File: src/rtl/mmd_seq_pkg.sv
package mmd_seq_pkg;
    localparam int PHY_W   = 5;
    localparam int DEV_W   = 5;
    localparam int REGAD_W = 5;
    localparam int DATA_W  = 16;
    localparam int CMD_W   = 2;
    localparam int NFRAMES = 4;
    localparam int FIDX_W  = $clog2(NFRAMES);

    localparam logic [REGAD_W-1:0] CTL_REGAD  = 5'h0d;
    localparam logic [REGAD_W-1:0] ADAT_REGAD = 5'h0e;

    typedef enum logic [3:0] {
        S_IDLE,
        S_F0_GO, S_F0_WT,
        S_F1_GO, S_F1_WT,
        S_F2_GO, S_F2_WT,
        S_F3_GO, S_F3_WT,
        S_DONE
    } seq_state_e;
endpackage

File: src/rtl/mmd_ctl_word.sv
module mmd_ctl_word #(
    parameter int DATA_W = 16,
    parameter int DEV_W  = 5,
    parameter int CMD_W  = 2
) (
    input  logic [CMD_W-1:0]  cmd,
    input  logic [DEV_W-1:0]  devad,
    output logic [DATA_W-1:0] word
);
    localparam int PAD_W = DATA_W - CMD_W - DEV_W;

    generate
        if (PAD_W > 0) begin : g_pad
            assign word = {cmd, {PAD_W{1'b0}}, devad};
        end else begin : g_nopad
            assign word = {cmd, devad};
        end
    endgenerate
endmodule

File: src/rtl/mmd_frame_mux.sv
module mmd_frame_mux
    import mmd_seq_pkg::*;
#(
    parameter int PHY_W  = mmd_seq_pkg::PHY_W,
    parameter int DEV_W  = mmd_seq_pkg::DEV_W,
    parameter int DATA_W = mmd_seq_pkg::DATA_W,
    parameter int CMD_W  = mmd_seq_pkg::CMD_W
) (
    input  logic                active,
    input  logic [FIDX_W-1:0]   frame_idx,
    input  logic [PHY_W-1:0]    phy,
    input  logic [DEV_W-1:0]    devad,
    input  logic [DATA_W-1:0]   regaddr,
    input  logic                is_write,
    input  logic [DATA_W-1:0]   wdata,
    output logic                frm_write,
    output logic [PHY_W-1:0]    frm_phy,
    output logic [REGAD_W-1:0]  frm_regad,
    output logic [DATA_W-1:0]   frm_wdata
);
    logic [DATA_W-1:0] ctl_w [2];

    // index 0 = address-mode command, index 1 = data-mode command
    for (genvar ci = 0; ci < 2; ci++) begin : g_ctl
        mmd_ctl_word #(
            .DATA_W (DATA_W),
            .DEV_W  (DEV_W),
            .CMD_W  (CMD_W)
        ) u_ctl (
            .cmd   (CMD_W'(ci)),
            .devad (devad),
            .word  (ctl_w[ci])
        );
    end

    always_comb begin
        frm_write = 1'b0;
        frm_phy   = '0;
        frm_regad = '0;
        frm_wdata = '0;
        if (active) begin
            frm_phy = phy;
            unique case (frame_idx)
                2'd0: begin
                    frm_write = 1'b1;
                    frm_regad = CTL_REGAD;
                    frm_wdata = ctl_w[0];
                end
                2'd1: begin
                    frm_write = 1'b1;
                    frm_regad = ADAT_REGAD;
                    frm_wdata = regaddr;
                end
                2'd2: begin
                    frm_write = 1'b1;
                    frm_regad = CTL_REGAD;
                    frm_wdata = ctl_w[1];
                end
                default: begin
                    frm_write = is_write;
                    frm_regad = ADAT_REGAD;
                    frm_wdata = is_write ? wdata : '0;
                end
            endcase
        end
    end
endmodule

File: src/rtl/mmd_seq_fsm.sv
module mmd_seq_fsm
    import mmd_seq_pkg::*;
(
    input  logic              clk,
    input  logic              rst_n,
    input  logic              req_valid,
    input  logic              is_write,
    input  logic              frm_done,
    output logic              accept,
    output logic              busy,
    output logic              done,
    output logic              active,
    output logic              frm_start,
    output logic [FIDX_W-1:0] frame_idx,
    output logic              cap_en
);
    seq_state_e state, state_n;

    always_ff @(posedge clk) begin
        if (!rst_n) state <= S_IDLE;
        else        state <= state_n;
    end

    always_comb begin
        state_n = state;
        unique case (state)
            S_IDLE:  if (req_valid) state_n = S_F0_GO;
            S_F0_GO: state_n = S_F0_WT;
            S_F0_WT: if (frm_done) state_n = S_F1_GO;
            S_F1_GO: state_n = S_F1_WT;
            S_F1_WT: if (frm_done) state_n = S_F2_GO;
            S_F2_GO: state_n = S_F2_WT;
            S_F2_WT: if (frm_done) state_n = S_F3_GO;
            S_F3_GO: state_n = S_F3_WT;
            S_F3_WT: if (frm_done) state_n = S_DONE;
            S_DONE:  state_n = S_IDLE;
            default: state_n = S_IDLE;
        endcase
    end

    always_comb begin
        busy      = 1'b1;
        done      = 1'b0;
        active    = 1'b1;
        frm_start = 1'b0;
        frame_idx = '0;
        unique case (state)
            S_IDLE:  begin busy = 1'b0; active = 1'b0; end
            S_F0_GO: begin frm_start = 1'b1; frame_idx = 2'd0; end
            S_F0_WT: frame_idx = 2'd0;
            S_F1_GO: begin frm_start = 1'b1; frame_idx = 2'd1; end
            S_F1_WT: frame_idx = 2'd1;
            S_F2_GO: begin frm_start = 1'b1; frame_idx = 2'd2; end
            S_F2_WT: frame_idx = 2'd2;
            S_F3_GO: begin frm_start = 1'b1; frame_idx = 2'd3; end
            S_F3_WT: frame_idx = 2'd3;
            S_DONE:  begin done = 1'b1; active = 1'b0; end
            default: begin busy = 1'b0; active = 1'b0; end
        endcase
    end

    assign accept = (state == S_IDLE) && req_valid;
    assign cap_en = (state == S_F3_WT) && frm_done && !is_write;

    // one start per frame
    p_start_pulse_r5: assert property (@(posedge clk) disable iff (!rst_n)
        frm_start |=> !frm_start);
    // an accepted request starts frame 1 next cycle
    p_accept_start_r2: assert property (@(posedge clk) disable iff (!rst_n)
        accept |=> (frm_start && busy));
    // done is single and releases busy
    p_done_release_r8: assert property (@(posedge clk) disable iff (!rst_n)
        done |=> (!done && !busy));
    // busy is held until the done cycle
    p_busy_hold_r7: assert property (@(posedge clk) disable iff (!rst_n)
        (busy && !done) |=> busy);
    // a done during a start cycle does not launch another start
    p_done_in_go_r6: assert property (@(posedge clk) disable iff (!rst_n)
        (frm_start && frm_done) |=> (!frm_start && busy && !done));
endmodule

File: src/rtl/mmd_rdata_cap.sv
module mmd_rdata_cap #(
    parameter int DATA_W = 16
) (
    input  logic              clk,
    input  logic              rst_n,
    input  logic              cap_en,
    input  logic [DATA_W-1:0] din,
    output logic [DATA_W-1:0] dout
);
    always_ff @(posedge clk) begin
        if (!rst_n)      dout <= '0;
        else if (cap_en) dout <= din;
    end
endmodule

File: src/rtl/mmd_indirect_seq.sv
module mmd_indirect_seq
    import mmd_seq_pkg::*;
#(
    parameter int PHY_W  = mmd_seq_pkg::PHY_W,
    parameter int DEV_W  = mmd_seq_pkg::DEV_W,
    parameter int DATA_W = mmd_seq_pkg::DATA_W,
    parameter int CMD_W  = mmd_seq_pkg::CMD_W
) (
    input  logic               clk,
    input  logic               rst_n,
    input  logic               req_valid,
    input  logic [PHY_W-1:0]   req_phy,
    input  logic [DEV_W-1:0]   req_devad,
    input  logic [DATA_W-1:0]  req_reg,
    input  logic               req_write,
    input  logic [DATA_W-1:0]  req_wdata,
    output logic               busy,
    output logic               done,
    output logic [DATA_W-1:0]  rdata,
    output logic               frm_start,
    output logic               frm_write,
    output logic [PHY_W-1:0]   frm_phy,
    output logic [REGAD_W-1:0] frm_regad,
    output logic [DATA_W-1:0]  frm_wdata,
    input  logic               frm_done,
    input  logic [DATA_W-1:0]  frm_rdata
);
    localparam int ZHI = DATA_W - CMD_W - 1;

    logic              accept, active, cap_en;
    logic [FIDX_W-1:0] frame_idx;
    logic [PHY_W-1:0]  phy_q;
    logic [DEV_W-1:0]  dev_q;
    logic [DATA_W-1:0] reg_q, wd_q;
    logic              wr_q;

    always_ff @(posedge clk) begin
        if (!rst_n) begin
            phy_q <= '0;
            dev_q <= '0;
            reg_q <= '0;
            wd_q  <= '0;
            wr_q  <= 1'b0;
        end else if (accept) begin
            phy_q <= req_phy;
            dev_q <= req_devad;
            reg_q <= req_reg;
            wd_q  <= req_wdata;
            wr_q  <= req_write;
        end
    end

    mmd_seq_fsm u_fsm (
        .clk       (clk),
        .rst_n     (rst_n),
        .req_valid (req_valid),
        .is_write  (wr_q),
        .frm_done  (frm_done),
        .accept    (accept),
        .busy      (busy),
        .done      (done),
        .active    (active),
        .frm_start (frm_start),
        .frame_idx (frame_idx),
        .cap_en    (cap_en)
    );

    mmd_frame_mux #(
        .PHY_W  (PHY_W),
        .DEV_W  (DEV_W),
        .DATA_W (DATA_W),
        .CMD_W  (CMD_W)
    ) u_mux (
        .active    (active),
        .frame_idx (frame_idx),
        .phy       (phy_q),
        .devad     (dev_q),
        .regaddr   (reg_q),
        .is_write  (wr_q),
        .wdata     (wd_q),
        .frm_write (frm_write),
        .frm_phy   (frm_phy),
        .frm_regad (frm_regad),
        .frm_wdata (frm_wdata)
    );

    mmd_rdata_cap #(.DATA_W(DATA_W)) u_cap (
        .clk    (clk),
        .rst_n  (rst_n),
        .cap_en (cap_en),
        .din    (frm_rdata),
        .dout   (rdata)
    );

    // padding bits of a control frame stay zero
    p_ctl_pad_zero_r4: assert property (@(posedge clk) disable iff (!rst_n)
        (frm_start && frm_regad == CTL_REGAD) |-> (frm_wdata[ZHI:DEV_W] == '0));
    // read data only moves as the done cycle begins
    p_rdata_only_done_r9: assert property (@(posedge clk) disable iff (!rst_n)
        !$stable(rdata) |-> done);
    // frame fields hold while waiting for the engine
    p_fields_hold_r5: assert property (@(posedge clk) disable iff (!rst_n)
        (active && !frm_start) |-> ($stable(frm_regad) && $stable(frm_wdata) && $stable(frm_phy)));
    // nothing is driven to the engine while idle
    p_idle_quiet_r1: assert property (@(posedge clk) disable iff (!rst_n)
        !busy |-> (!frm_start && !frm_write && frm_regad == '0));
endmodule

File: config.mk
export PLATFORM = sky130hd
export DESIGN_NAME = mmd_indirect_seq
export DESIGN_NICKNAME = d
export VERILOG_FILES = /design/src/rtl/mmd_seq_pkg.sv /design/src/rtl/mmd_ctl_word.sv /design/src/rtl/mmd_frame_mux.sv /design/src/rtl/mmd_seq_fsm.sv /design/src/rtl/mmd_rdata_cap.sv /design/src/rtl/mmd_indirect_seq.sv
export SDC_FILE = /design/constraint.sdc
export NUM_CORES = 1
export LEC_CHECK = 0
export CAP_MARGIN = 20
export CORE_AREA = 2 2 94 96
export CTS_CLUSTER_SIZE = 20
export DETAILED_ROUTE_END_ITERATION = 8
export DIE_AREA = 0 0 96 98
export GPL_ROUTABILITY_DRIVEN = 0
export PLACE_DENSITY_LB_ADDON = 0.05
export SYNTH_ARGS = -nofsm -noshare
export SYNTH_HDL_FRONTEND = slang
export SYNTH_HIERARCHICAL = 1
export SYNTH_SLANG_ARGS = --single-unit
File: constraint.sdc
create_clock -name clk -period 2 [get_ports clk]
set_clock_uncertainty 0.2 [all_clocks]
set_input_delay 0.3 -clock clk [delete_from_list [all_inputs] [get_ports clk]]
set_output_delay 0.3 -clock clk [all_outputs]
set_load 0.005 [all_outputs]
==> impl_table.tex, run 1 <==
\begin{tabular}{lr}
\hline
Metric & Value \\
\hline
\multicolumn{2}{l}{\textbf{CTS}} \\
Number of CTS-inserted buffers & 9 \\
Cell at the root of the clock tree & sky130\_fd\_sc\_hd\_\_clkbuf\_8 \\
Number of sinks on the clock net & between 60 and 70 \\
Insertion delay of the later-clocked pin in the worst-skew pair & 340 ps \\
CTS tree & done \\
Clock H-tree levels & 3 \\
Clock buffer depth & 2 \\
Clock-pin slew reported for the worst setup and hold paths after clock tree synthesis & 70 ps \\
Cts hold-fix bufs & 0 \\
\multicolumn{2}{l}{\textbf{Route}} \\
Detailed Route Iter0 Violations & 32 \\
Vias post-DR & 2636 \\
Count of unresolved DRC violations after routing & 0 \\
Remaining antenna violation count after routing & 0 \\
Routed length per placed instance & 14.5 um \\
Routed wire length & 8430 um \\
Detail-routed via count per cell & around 4.5 \\
DR pass1 iterations & 4 \\
\multicolumn{2}{l}{\textbf{Logic synthesis}} \\
Cell area after technology mapping & between 3000 and 4000 sq um \\
Async S/R FF share, synth & 0 \\
Post-synthesis sequential area ratio & 0.357 \\
Synthesis warning total & 6 \\
Cell taking the most area after synthesis & sky130\_fd\_sc\_hd\_\_dfxtp\_1 \\
Top cell type's share of synthesized area & 0.357 \\
Top post-synthesis cells by count & sky130\_fd\_sc\_hd\_\_mux2i\_1 (91), sky130\_fd\_sc\_hd\_\_dfxtp\_1 (63), sky130\_fd\_sc\_hd\_\_nor2b\_1 (61), sky130\_fd\_sc\_hd\_\_buf\_4 (39), sky130\_fd\_sc\_hd\_\_o32ai\_2 (9) \\
Total of flip-flops plus latches after synthesis & 63 \\
Count leader, synth & sky130\_fd\_sc\_hd\_\_mux2i\_1 \\
Post-synth cell types & 35 \\
Cell count after synthesis & 334 \\
Top cells by area, synth & sky130\_fd\_sc\_hd\_\_dfxtp\_1 (36\%), sky130\_fd\_sc\_hd\_\_mux2i\_1 (26\%), sky130\_fd\_sc\_hd\_\_nor2b\_1 (11\%) \\
Average cell area after synthesis & around 11 sq um \\
Number of enable-type register cells in the synthesized netlist & 0 \\
Most common flop cell mapped by yosys & sky130\_fd\_sc\_hd\_\_dfxtp\_1 \\
\multicolumn{2}{l}{\textbf{Global routing}} \\
Largest net degree at the start of global routing & 43 \\
Via count of the first global-routing pass & 2686 \\
Global-route wire length before repair & 13000 um \\
Grt total ovfl & 0 \\
Initial antenna violation count & 0 \\
All-layer global routing usage & 0.179 \\
\multicolumn{2}{l}{\textbf{STA}} \\
Accumulated negative setup slack & -12210 ps \\
Final hold violations & 0 \\
RSZ-0062 raised after global routing & yes \\
Fmax & 412 MHz \\
Crit path setup slack, layout & -430 ps \\
Max-slew violation total from the final report & 0 \\
Worst hold margin & 202 ps \\
Period Utilization, post-route & 1.22 \\
Final setup violation count & 43 \\
Period minus WS final & 2430 ps \\
\multicolumn{2}{l}{\textbf{Run status}} \\
Run status & finished with violations \\
Failing checks & negative setup slack \\
\multicolumn{2}{l}{\textbf{Setup path}} \\
Family with the most delay on the worst path & buffers and inverters \\
WP data required & roughly 1500 ps \\
Kind of end point of the critical path & output port \\
Worst Setup Path Type & reg -> out \\
Sort of element at the start of the critical path & flip-flop \\
Crit path cell chain & buf\_6 -> xnor2\_4 -> o31ai\_4 -> nand2\_4 -> buf\_8 -> o32ai\_2 -> buf\_2 \\
CP peak stage delay & 360 ps \\
Max FO, Critical Path & 7 \\
Crit path max-delay cell type & sky130\_fd\_sc\_hd\_\_dfxtp\_4 \\
Arrival time of the worst setup path & 1930 ps \\
Worst path buffer plus inverter count & 3 \\
\multicolumn{2}{l}{\textbf{Floorplanning}} \\
Floorplan Core Area & 8470 sq um \\
Num ports & 109 \\
Die Y & 98 um \\
Die span in x & 96 um \\
Floorplan die area & around 9400 sq um \\
Starting utilization of the core area & 0.418 \\
Row count & 34 \\
\multicolumn{2}{l}{\textbf{Layout}} \\
Number of inserted filler cells in the final layout & about 700 \\
Share of layout cells above drive strength 1 & 0.324 \\
Post-layout util & 0.641 \\
Syn-to-layout area delta & 53.3\% \\
Antenna diode count & 0 \\
Final net count & 530 \\
\multicolumn{2}{l}{\textbf{Pwr}} \\
Maximum vdd drop & 0.342 mV \\
Overall power & roughly 0.0039 W \\
Leak pwr & 2.07 nW \\
Pwr dens & 727 nW/um\^{}2 \\
\multicolumn{2}{l}{\textbf{Placed design}} \\
Detailed Place HPWL & 5500 um \\
Count of input and output buffers & 107 \\
Post-Place Worst Slack & -530 ps \\
\multicolumn{2}{l}{\textbf{Min path}} \\
Class of the worst hold path & in -> reg \\
\multicolumn{2}{l}{\textbf{Run}} \\
Maximum capacitance violations & 0 \\
\hline
\end{tabular}
area by class of cell:
type | instances | area (sq um) | area share
clock buffer | 9 | 124 | 0.0228
clock inverter | 7 | 121 | 0.0224
inverter | 4 | 15.0 | 0.00277
multi-input combinational | 226 | 2110 | 0.390
sequential | 63 | 1270 | 0.234
tap | 108 | 135 | 0.0249
timing repair buffer | 163 | 1640 | 0.303
sequential cells by signal, indices dropped and copies added (netlist names):
register,flops
phy_q,5
u_cap/dout,16
reg_q,16
wr_q,1
dev_q,5
u_fsm/state,4
wd_q,16
per-stage QoR:
step	std cells	cell area, sq um
finish	580	5420
detailed placement	540	4640
global route	580	5420
CTS	577	5290
floorplan	353	3630
global placement	540	4640
cells by family after synthesis:
kind of cell	after synthesis	synth area share
flip-flops	63	0.357
other	4	0.00424
AND/OR/NAND/NOR	86	0.154
AO/OA/AOI/OAI	22	0.0697
XOR/XNOR	4	0.00991
buffers and inverters	64	0.149
multiplexers	91	0.258
final timing paths:
kind                                    start                     endpoint  slack, ps  cells after the start
setup / recovery  u_fsm/state[2]$_SDFFE_PN0P_                 frm_wdata[4]       -430                      7
hold / removal                          rst_n  u_fsm/state[3]$_SDFFE_PN0P_        200                      3
setup reg to reg  u_fsm/state[2]$_SDFFE_PN0P_   u_cap/dout[2]$_SDFFE_PN0P_       -270                     12
hold reg to reg        reg_q[11]$_SDFFE_PN0P_       reg_q[11]$_SDFFE_PN0P_        320                      2
cells in the final DEF, fill, tap and decap left out, types with 5 or more instances in the layout:
cell and instances:
sky130_fd_sc_hd__clkbuf_8 9, sky130_fd_sc_hd__buf_6 30, sky130_fd_sc_hd__and2_4 6, sky130_fd_sc_hd__mux2i_2 7, sky130_fd_sc_hd__clkdlybuf4s50_1 78, sky130_fd_sc_hd__buf_4 23, sky130_fd_sc_hd__mux2i_1 83, sky130_fd_sc_hd__o32ai_2 10
sky130_fd_sc_hd__o32ai_4 6, sky130_fd_sc_hd__dfxtp_1 59, sky130_fd_sc_hd__nor2b_1 60, sky130_fd_sc_hd__buf_2 20, sky130_fd_sc_hd__conb_1 23, sky130_fd_sc_hd__buf_12 5
where the power goes:
group	leakage (nW)	total, W	switching, W	internal, W
clock	0.123	0.00136	0.000531	0.000831
combinational	1.43	0.00117	0.000466	0.000705
sequential	0.517	0.00141	0.0000653	0.00134
total	2.07	0.00394	0.00106	0.00288
timing repair:
action | CTS | global route
setup endpoints to repair | 29 | 87
setup buffers | 21 | 4
gates cloned | 2 | 2
gates resized for setup | 179 | 25
pin swaps | 25 | 11
routing by layer:
| layer | routed length, um | GRT usage | vias up |
|---|---|---|---|
| li1 | - | - | 1346 |
| met1 | 3650 | 0.217 | 1206 |
| met2 | 4080 | 0.288 | 70 |
| met3 | 501 | 0.0563 | 14 |
| met4 | 191 | 0.0758 | 0 |
| met5 | 0 | 0 | - |
worst min-delay path, cell delays in order:
cell and delay [ps]:
sky130_fd_sc_hd__buf_2 220, sky130_fd_sc_hd__inv_1 130, sky130_fd_sc_hd__a21oi_1 50
(Power assumes the default switching activity.)
==> run 2, diff against run 1 <==
--- a/config.mk
+++ b/config.mk
@@ -11,6 +11,7 @@
 export DETAILED_ROUTE_END_ITERATION = 8
 export DIE_AREA = 0 0 96 98
 export GPL_ROUTABILITY_DRIVEN = 0
+export HOLD_SLACK_MARGIN = 0.06
 export PLACE_DENSITY_LB_ADDON = 0.05
 export SYNTH_ARGS = -nofsm -noshare
 export SYNTH_HDL_FRONTEND = slang
==> results of run 2 <==
Same layout as run 1: the final DEF is identical, and so are final timing and power.
